<file path="config.mk">
export PLATFORM = sky130hd
export DESIGN_NAME = prot_stat_unit
export DESIGN_NICKNAME = d
export VERILOG_FILES = /design/src/rtl/prot_stat_pkg.sv /design/src/rtl/ps_cycle_track.sv /design/src/rtl/ps_wen_latch.sv /design/src/rtl/ps_level_store.sv /design/src/rtl/ps_region_decode.sv /design/src/rtl/prot_stat_unit.sv
export SDC_FILE = /design/constraint.sdc
export NUM_CORES = 1
export LEC_CHECK = 0
export ABC_AREA = 1
export BUFFER_PORTS_ARGS = -buffer_cell sky130_fd_sc_hd__buf_2
export CORE_AREA = 2 2 39 41
export DETAILED_ROUTE_END_ITERATION = 7
export DIE_AREA = 0 0 41 43
export GPL_ROUTABILITY_DRIVEN = 0
export HOLD_SLACK_MARGIN = 0.06
export PLACE_DENSITY = 0.72
export SYNTH_ARGS = -nofsm -noshare
export SYNTH_HDL_FRONTEND = slang
export SYNTH_HIERARCHICAL = 1
export SYNTH_SLANG_ARGS = --single-unit
</file>
<file path="constraint.sdc">
create_clock -name clk -period 2 [get_ports clk]
set_input_delay 0 -clock clk [delete_from_list [all_inputs] [get_ports clk]]
set_output_delay 0 -clock clk [all_outputs]
set_load 0.02 [all_outputs]
</file>
<file path="src/rtl/prot_stat_pkg.sv">
package prot_stat_pkg;

   localparam int STAT_W   = 8;
   localparam int STB_RDY  = 0;
   localparam int STB_WEN  = 1;
   localparam int STB_LVL  = 2;
   localparam int LVL_W    = 2;

   typedef enum logic [LVL_W-1:0] {
      PL_NONE    = 2'b00,
      PL_QUARTER = 2'b01,
      PL_HALF    = 2'b10,
      PL_ALL     = 2'b11
   } prot_lvl_e;

   function automatic logic lvl_guards(input prot_lvl_e lvl, input logic [1:0] top);
      case (lvl)
         PL_NONE:    return 1'b0;
         PL_QUARTER: return top == 2'b11;
         PL_HALF:    return top[1];
         default:    return 1'b1;
      endcase
   endfunction

endpackage

</file>
<file path="src/rtl/ps_cycle_track.sv">
module ps_cycle_track (
   input  logic clk,
   input  logic rst_n,
   input  logic start_i,
   input  logic done_i,
   output logic busy_o
);

   logic busy_q;

   always_ff @(posedge clk or negedge rst_n) begin
      if (!rst_n)                busy_q <= 1'b0;
      else if (!busy_q && start_i) busy_q <= 1'b1;
      else if (busy_q && done_i)   busy_q <= 1'b0;
   end

   assign busy_o = busy_q;

   assert_ready_after_done_R2: assert property (@(posedge clk) disable iff (!rst_n)
      (busy_q && done_i) |=> !busy_q);

   assert_start_sets_busy_R2: assert property (@(posedge clk) disable iff (!rst_n)
      (!busy_q && start_i) |=> busy_q);

endmodule

</file>
<file path="src/rtl/ps_wen_latch.sv">
module ps_wen_latch (
   input  logic clk,
   input  logic rst_n,
   input  logic wp_n_i,
   input  logic busy_i,
   input  logic done_i,
   input  logic wren_i,
   input  logic wrdi_i,
   output logic wen_o
);

   logic wen_q;
   logic wen_d;

   always_comb begin
      wen_d = wen_q;
      if (!wp_n_i)                wen_d = 1'b0;
      else if (busy_i) begin
         if (done_i)              wen_d = 1'b0;
      end
      else if (wrdi_i)            wen_d = 1'b0;
      else if (wren_i)            wen_d = 1'b1;
   end

   always_ff @(posedge clk or negedge rst_n) begin
      if (!rst_n) wen_q <= 1'b0;
      else        wen_q <= wen_d;
   end

   assign wen_o = wen_q;

   assert_wen_pin_clear_R4: assert property (@(posedge clk) disable iff (!rst_n)
      !wp_n_i |=> !wen_q);

   assert_wen_busy_hold_R9: assert property (@(posedge clk) disable iff (!rst_n)
      (busy_i && !wen_q) |=> !wen_q);

   assert_wen_done_clear_R4: assert property (@(posedge clk) disable iff (!rst_n)
      (busy_i && done_i) |=> !wen_q);

endmodule

</file>
<file path="src/rtl/ps_level_store.sv">
module ps_level_store
   import prot_stat_pkg::*;
#(
   parameter bit DEFER_LVL = 1'b1
) (
   input  logic              clk,
   input  logic              rst_n,
   input  logic              busy_i,
   input  logic              done_i,
   input  logic              accept_i,
   input  logic [STAT_W-1:0] data_i,
   output prot_lvl_e         lvl_o
);

   prot_lvl_e lvl_q;
   prot_lvl_e new_lvl;
   logic      unused_data_bits;

   assign new_lvl          = prot_lvl_e'(data_i[STB_LVL +: LVL_W]);
   assign unused_data_bits = ^{data_i[STAT_W-1:STB_LVL+LVL_W], data_i[STB_LVL-1:0]};

   generate
      if (DEFER_LVL) begin : g_defer
         logic      pend_q;
         prot_lvl_e pend_lvl_q;

         always_ff @(posedge clk or negedge rst_n) begin
            if (!rst_n) begin
               pend_q     <= 1'b0;
               pend_lvl_q <= PL_NONE;
               lvl_q      <= PL_NONE;
            end
            else if (busy_i) begin
               if (done_i) begin
                  if (pend_q) lvl_q <= pend_lvl_q;
                  pend_q <= 1'b0;
               end
            end
            else if (accept_i) begin
               pend_q     <= 1'b1;
               pend_lvl_q <= new_lvl;
            end
         end

         assert_lvl_moves_on_done_R8: assert property (@(posedge clk) disable iff (!rst_n)
            !(busy_i && done_i) |=> $stable(lvl_q));
      end
      else begin : g_direct
         always_ff @(posedge clk or negedge rst_n) begin
            if (!rst_n)                   lvl_q <= PL_NONE;
            else if (!busy_i && accept_i) lvl_q <= new_lvl;
         end
      end
   endgenerate

   assign lvl_o = lvl_q;

endmodule

</file>
<file path="src/rtl/ps_region_decode.sv">
module ps_region_decode
   import prot_stat_pkg::*;
#(
   parameter int ADDR_W = 9
) (
   input  prot_lvl_e          lvl_i,
   input  logic [ADDR_W-1:0]  addr_i,
   input  logic               open_i,
   output logic               ok_o
);

   localparam int TOP_LSB = ADDR_W - 2;

   generate
      if (ADDR_W < 2) begin : g_bad_width
         $error("ps_region_decode: ADDR_W must be at least 2");
      end
   endgenerate

   logic [1:0] top;
   logic       guarded;
   logic       unused_low_addr;

   assign top             = addr_i[ADDR_W-1:TOP_LSB];
   assign unused_low_addr = ^addr_i;
   assign guarded         = lvl_guards(lvl_i, top);
   assign ok_o            = open_i && !guarded;

endmodule

</file>
<file path="src/rtl/prot_stat_unit.sv">
module prot_stat_unit
   import prot_stat_pkg::*;
#(
   parameter int ADDR_W    = 9,
   parameter bit DEFER_LVL = 1'b1
) (
   input  logic              clk,
   input  logic              rst_n,
   input  logic              wp_n_i,
   input  logic              op_wren_i,
   input  logic              op_wrdi_i,
   input  logic              op_wrsr_i,
   input  logic [7:0]        sr_data_i,
   input  logic              cyc_start_i,
   input  logic              cyc_done_i,
   input  logic [ADDR_W-1:0] addr_i,
   output logic [7:0]        status_o,
   output logic              sr_wr_ok_o,
   output logic              arr_wr_ok_o
);

   generate
      if (STAT_W != 8) begin : g_bad_stat
         $error("prot_stat_unit: status byte must be 8 bits");
      end
   endgenerate

   logic      busy;
   logic      wen;
   logic      open_wr;
   prot_lvl_e lvl;

   ps_cycle_track u_cyc (
      .clk     (clk),
      .rst_n   (rst_n),
      .start_i (cyc_start_i),
      .done_i  (cyc_done_i),
      .busy_o  (busy)
   );

   ps_wen_latch u_wen (
      .clk    (clk),
      .rst_n  (rst_n),
      .wp_n_i (wp_n_i),
      .busy_i (busy),
      .done_i (cyc_done_i),
      .wren_i (op_wren_i),
      .wrdi_i (op_wrdi_i),
      .wen_o  (wen)
   );

   assign open_wr = wen && wp_n_i && !busy;

   ps_level_store #(.DEFER_LVL(DEFER_LVL)) u_lvl (
      .clk      (clk),
      .rst_n    (rst_n),
      .busy_i   (busy),
      .done_i   (cyc_done_i),
      .accept_i (op_wrsr_i && open_wr),
      .data_i   (sr_data_i),
      .lvl_o    (lvl)
   );

   ps_region_decode #(.ADDR_W(ADDR_W)) u_dec (
      .lvl_i  (lvl),
      .addr_i (addr_i),
      .open_i (open_wr),
      .ok_o   (arr_wr_ok_o)
   );

   always_comb begin
      status_o = '0;
      if (busy) begin
         status_o = '1;
      end
      else begin
         status_o[STB_RDY]             = 1'b0;
         status_o[STB_WEN]             = wen;
         status_o[STB_LVL +: LVL_W]    = lvl;
      end
   end

   assign sr_wr_ok_o = open_wr;

   assert_arr_needs_open_R6: assert property (@(posedge clk) disable iff (!rst_n)
      arr_wr_ok_o |-> (wp_n_i && status_o[STB_WEN] && !status_o[STB_RDY]));

   assert_full_guard_R5: assert property (@(posedge clk) disable iff (!rst_n)
      (lvl == PL_ALL) |-> !arr_wr_ok_o);

   assert_busy_reads_ones_R2: assert property (@(posedge clk) disable iff (!rst_n)
      $rose(busy) |-> (status_o == 8'hFF));

   assert_sr_permit_pin_R7: assert property (@(posedge clk) disable iff (!rst_n)
      !wp_n_i |-> !sr_wr_ok_o);

endmodule

</file>
[Yosys cells after proc, flatten, opt, wreduce, memory -nomap -nowiden]
Index checks and enable logic that the tools add are counted.
Storage, ports and cells
  flip-flop bits (word level): 7
  bits of input ports: 25
  output and inout bits: 10
  logic and storage cells: 39
Cells by class
  eq/ne operators: 6
  multiplexer cells: 12
  bitwise logic cells: 1
  reductions and logical operators: 15
Operator list (number)
  $mux W1: 9
  $mux W4: 2
  $logic_and A1 B1 Y1: 6
  $reduce_and A2 Y1: 3
  $eq A2 B2 Y1 const B: 2
  $ne A4 B1 Y1 const B: 1
  $reduce_bool A2 Y1: 2
  $ne A3 B3 Y1 const B: 1
  $pmux W1 S3: 1
  $reduce_and A3 Y1: 1
  $eq A2 B1 Y1 const B: 1
  $logic_not A1 Y1: 2
  $logic_not A2 Y1: 1
  $ne A2 B2 Y1 const B: 1
  $not A1 Y1: 1

[Logic depth before layout (Yosys ltp)]
  word-level depth: 5
  depth in mapped cells: 7
  mapped depth without buffers: 7

[By module]
Netlist, hierarchy kept.
Modules (own cells, without submodules)
  ps_level_store: instances 1, cells each 26, area each 214.0 um^2, sequential area each 125.1 um^2
  prot_stat_unit: instances 1, cells each 13, area each 81.3 um^2, sequential area each 0.0 um^2
  ps_wen_latch: instances 1, cells each 7, area each 50.0 um^2, sequential area each 25.0 um^2
  ps_cycle_track: instances 1, cells each 6, area each 43.8 um^2, sequential area each 25.0 um^2
  ps_region_decode: instances 1, cells each 6, area each 23.8 um^2, sequential area each 0.0 um^2

[Worst setup path after synthesis]
Ideal clock, no wire load.
  kind: reg2out
  from: register u_cyc.busy_q, in the netlist u_cyc/busy_o
  to: output arr_wr_ok_o
  arrival: 1.195 ns
  setup slack: 0.805 ns
  stages on the path, launching flop included: 6
  cells stage by stage: dfrtp_1 inv_1 nand3_2 inv_1 nand2_1 nor2_1
On the way
  word-level cells in the longest chain between the ends: 3
Ends and longest elaborated chain
  start, declared: RTL line ps_cycle_track.sv:9  | logic busy_q;
  start signal, assigned: RTL line ps_cycle_track.sv:12  | if (!rst_n) busy_q <= 1'b0;
  start signal, assigned: RTL line ps_cycle_track.sv:13  | else if (!busy_q && start_i) busy_q <= 1'b1;
  start signal, assigned: RTL line ps_cycle_track.sv:14  | else if (busy_q && done_i) busy_q <= 1'b0;
  $logic_not A1 Y1: RTL line prot_stat_unit.sv:52  | assign open_wr = wen && wp_n_i && !busy;
  $logic_and A1 B1 Y1: RTL line prot_stat_unit.sv:52
  net sr_wr_ok_o: RTL line prot_stat_unit.sv:18  | output logic sr_wr_ok_o,
  $logic_and A1 B1 Y1: RTL line ps_region_decode.sv:27  | assign ok_o = open_i && !guarded;
  end, declared: RTL line prot_stat_unit.sv:19  | output logic arr_wr_ok_o
The timed path passes the listed nets, and every way through them passes these cells.

[Final worst setup path]
  from: register u_cyc.busy_q, in the netlist u_cyc/busy_o
  to: register u_wen.wen_q, in the netlist u_wen/wen_o
On the way
  word-level cells in the longest chain between the ends: 2
  elaborated cells between the ends (all ways): 5
Ends and longest elaborated chain
  $ne A4 B1 Y1 (no source line) (tied with other cells)
  $reduce_and A2 Y1 (no source line) or $mux W1 (tied branches)
  end signal, assigned: RTL line ps_wen_latch.sv:27  | else wen_q <= wen_d;
  end, declared: RTL line ps_wen_latch.sv:12  | logic wen_q;
Parallel ways exist; a longest one is shown, timed or not.
A chain may end at the register's enable or synchronous reset.

==> impl_results.md <==
* Mapped Area at 413 um2
* Die ar. at 1760 um2
* Final Cycle Share at 0.795
* Post-DRT Antenna Nets at 0
* Worst skew pair latency at 0.24 ns
* Top post-synthesis cells by count: nand2_1 (17), inv_1 (11), dfrtp_1 (7), nor2_1 (6), buf_4 (5)
* Vias at 418
* Slowest stage cell, crit path: dfrtp_1
* Tot GR Track Use at 0.100
* Fin. Hold Viols at 0
* Slew Viols, Final at 0
* WS Path Type: flop to flop
* Die Ht at 43 um
* Synth Area in XOR/XNOR at 0
* Largest net degree at the start of global routing at 20
* Netlist cell types at 11
* First-pass DRT Iterations at 4
* Final Setup Violations at 0
* PortBufs at 21
* CP arrival at 1.76 ns
* F_max at 0.629 GHz
* R2r worst-path depth at 5
* Num CTS Buffers at 3
* Worst slew margin at 0.681
* Global-route wire length before repair at 1170 um
* RSZ-0062 raised after global routing: false
* Syn Nets at 83
* Worst path required time at 2.17 ns
* Tmin final at 1.59 ns
* Clock Tree Buf Depth at 2
* Reg-to-reg setup timing slack at 0.41 ns
* CTS resizes at 0
* Post-synthesis sequential area ratio at 0.424
* Mapped Avg Cell Area at 7.12 um2
* Async SR Flop Fraction at 1.00
* TritonCTS clock tree: built
* Final Skew at 0.00594 ns
* Worst Hold Class: input port to flop
* CP max FO at 19
* Cells after synthesis at 58
* Synth top area share at 0.424
* Ys Warns at 6
* Worst R2R End: u_wen/wen_o
* Diode count at 0
* DRC at 0
* Post-synthesis mux area share at 0
* Most frequent cell after synthesis: nand2_1
* Clock Pin Slew Worst Setup and Hold Paths at 0.05 ns
* HP Start: op_wrsr_i
* Total power at 0.000439 W
* Die width at 41 um
* I/O pins at 35
* WL final at 790 um
* Largest family of logic cells by synthesized area: simple AND/OR/NAND/NOR gates
* Max Cap Viol at 0
* Std-Cell Rows at 14
* Pwr per Cell Area at 723 nW/um2
* Nets at 112
* Layout cells sized above 1 at 0.302
* Worst hold slack at 0.125 ns
* Gr ovfl total at 0
* Depth of the CTS H-tree at 1
* WHS Endpoint: u_lvl/g_defer.pend_q
* Worst setup SP type: flop
* Compound-Gate Fraction of Synth Area at 0.0242
* Vias in the first global route at 329
* Reg2reg start: u_cyc/busy_o
* Peak supply drop at 410 uV
* Root Buffer: clkbuf_4
* Adder-Cell Fraction of Synth Area at 0
* Post-synth top area cell: dfrtp_1
* Sinks on the clock net at 7
* Area Growth Syn to Fin at 47.0%
* CP max stage delay at 0.63 ns
* Core ar. at 1380 um2
* Run status: complete, no violations
* Post-synth top flop: dfrtp_1
* Vias/cell at 4.10
* Initial antenna violation count at 0
* Initial Util at 0.298
* Synthesized flop and latch total at 7
* Static leakage at 0.357 nW
* Number of flops mapped to enable cells by yosys at 0
* Setup TNS at 0 ns
* Hold path cells at 5
* Top cells by area, synth: dfrtp_1 (42%), nand2_1 (15%), inv_1 (10%), buf_4 (9.1%), nor2_1 (5.5%)
* Filler cell count in the final layout at 148
* Worst-path cell chain: inv_1 -> nand2_1 -> nand3_1 -> dlygate4sd3_1 -> nor2_1
* Simple-gate share of the synthesized area at 0.361
* Initial DRC Count at 8
* Worst slew pin tran at 0.479 ns
* Avg WL per Cell at 7.75 um
* Setup crit end kind: flop
registers in the layout, indices dropped and copies added (netlist names):
signal,count
u_wen/wen_o,1
u_lvl/g_defer.pend_lvl_q,2
u_lvl/g_defer.pend_q,1
u_cyc/busy_o,1
u_lvl/lvl_o,2
worst max path at each step:
stage / depth (start not counted) / end / slack (ns) / startpoint
3_3_place_gp: 7 / u_lvl/g_defer.pend_lvl_q[1] / 0.74 / u_cyc/busy_o
2_1_floorplan: 5 / arr_wr_ok_o / 0.81 / u_cyc/busy_o
4_1_cts: 5 / u_wen/wen_o / 0.41 / u_cyc/busy_o
6_report: 5 / u_wen/wen_o / 0.41 / u_cyc/busy_o
5_1_grt: 5 / u_wen/wen_o / 0.25 / u_cyc/busy_o
3_5_place_dp: 7 / u_lvl/g_defer.pend_lvl_q[0] / 0.71 / u_cyc/busy_o
metrics by stage:
step / cells / instance area, um2 / utilization / setup WS, ns
finish: 102 / 607 / 0.439 / 0.410
global route: 102 / 607 / 0.439 / 0.255
CTS: 102 / 607 / 0.439 / 0.412
detailed placement: 90 / 500 / 0.362 / 0.709
global placement: 90 / 500 / 0.362 / 0.737
floorplan: 58 / 413 / - / 0.805
what timing repair did:
action | 4_1_cts | 5_1_grt
hold endpoints to repair | 12 | 0
setup buffers | 0 | 0
hold buffers | 8 | 0
power by group:
part	internal (W)	switching [W]	total [W]	leakage, nW
clock network	0.0000757	0.0000465	0.000122	0.0150
registers	0.000162	0.0000239	0.000186	0.0939
logic	0.0000577	0.0000732	0.000131	0.248
critical path: cells and delay by family (launching register included):
family	cells	cell delay [ns]
buffers and inverters	2	0.67
AND/OR/NAND/NOR	3	0.22
flip-flops	1	0.63
cell usage in the layout, fill, tap and decap left out, drive strengths merged:
master / instances
nand3: 4
dfrtp: 7
buf: 21
nand2: 18
dlygate4sd3: 8
a21oi: 2
inv: 11
or2: 3
clkbuf: 4
nor2: 6
nand4: 2
cells by family after synthesis:
logic type      after synthesis
flops                         7
simple gates                 33
compound gates                2
buf+inv                      16
cell type report:
cell class,instances,area (um2),area share
Tap cell,16,20.0,0.0330
Clock buffer,4,26.3,0.0433
Multi-Input combinational cell,35,159,0.262
Inverter,11,41.3,0.0680
Sequential cell,7,175,0.289
Timing Repair Buffer,29,185,0.305
per-layer routing:
metal  vias to the layer above  GRT usage  wire [um]
li1                        224          -          -
met1                       172      0.119        377
met2                        22      0.150        319
met3                         0     0.0471         93
met4                         0     0.0400          0
met5                         -          0          0
(Power assumes the default switching activity.)
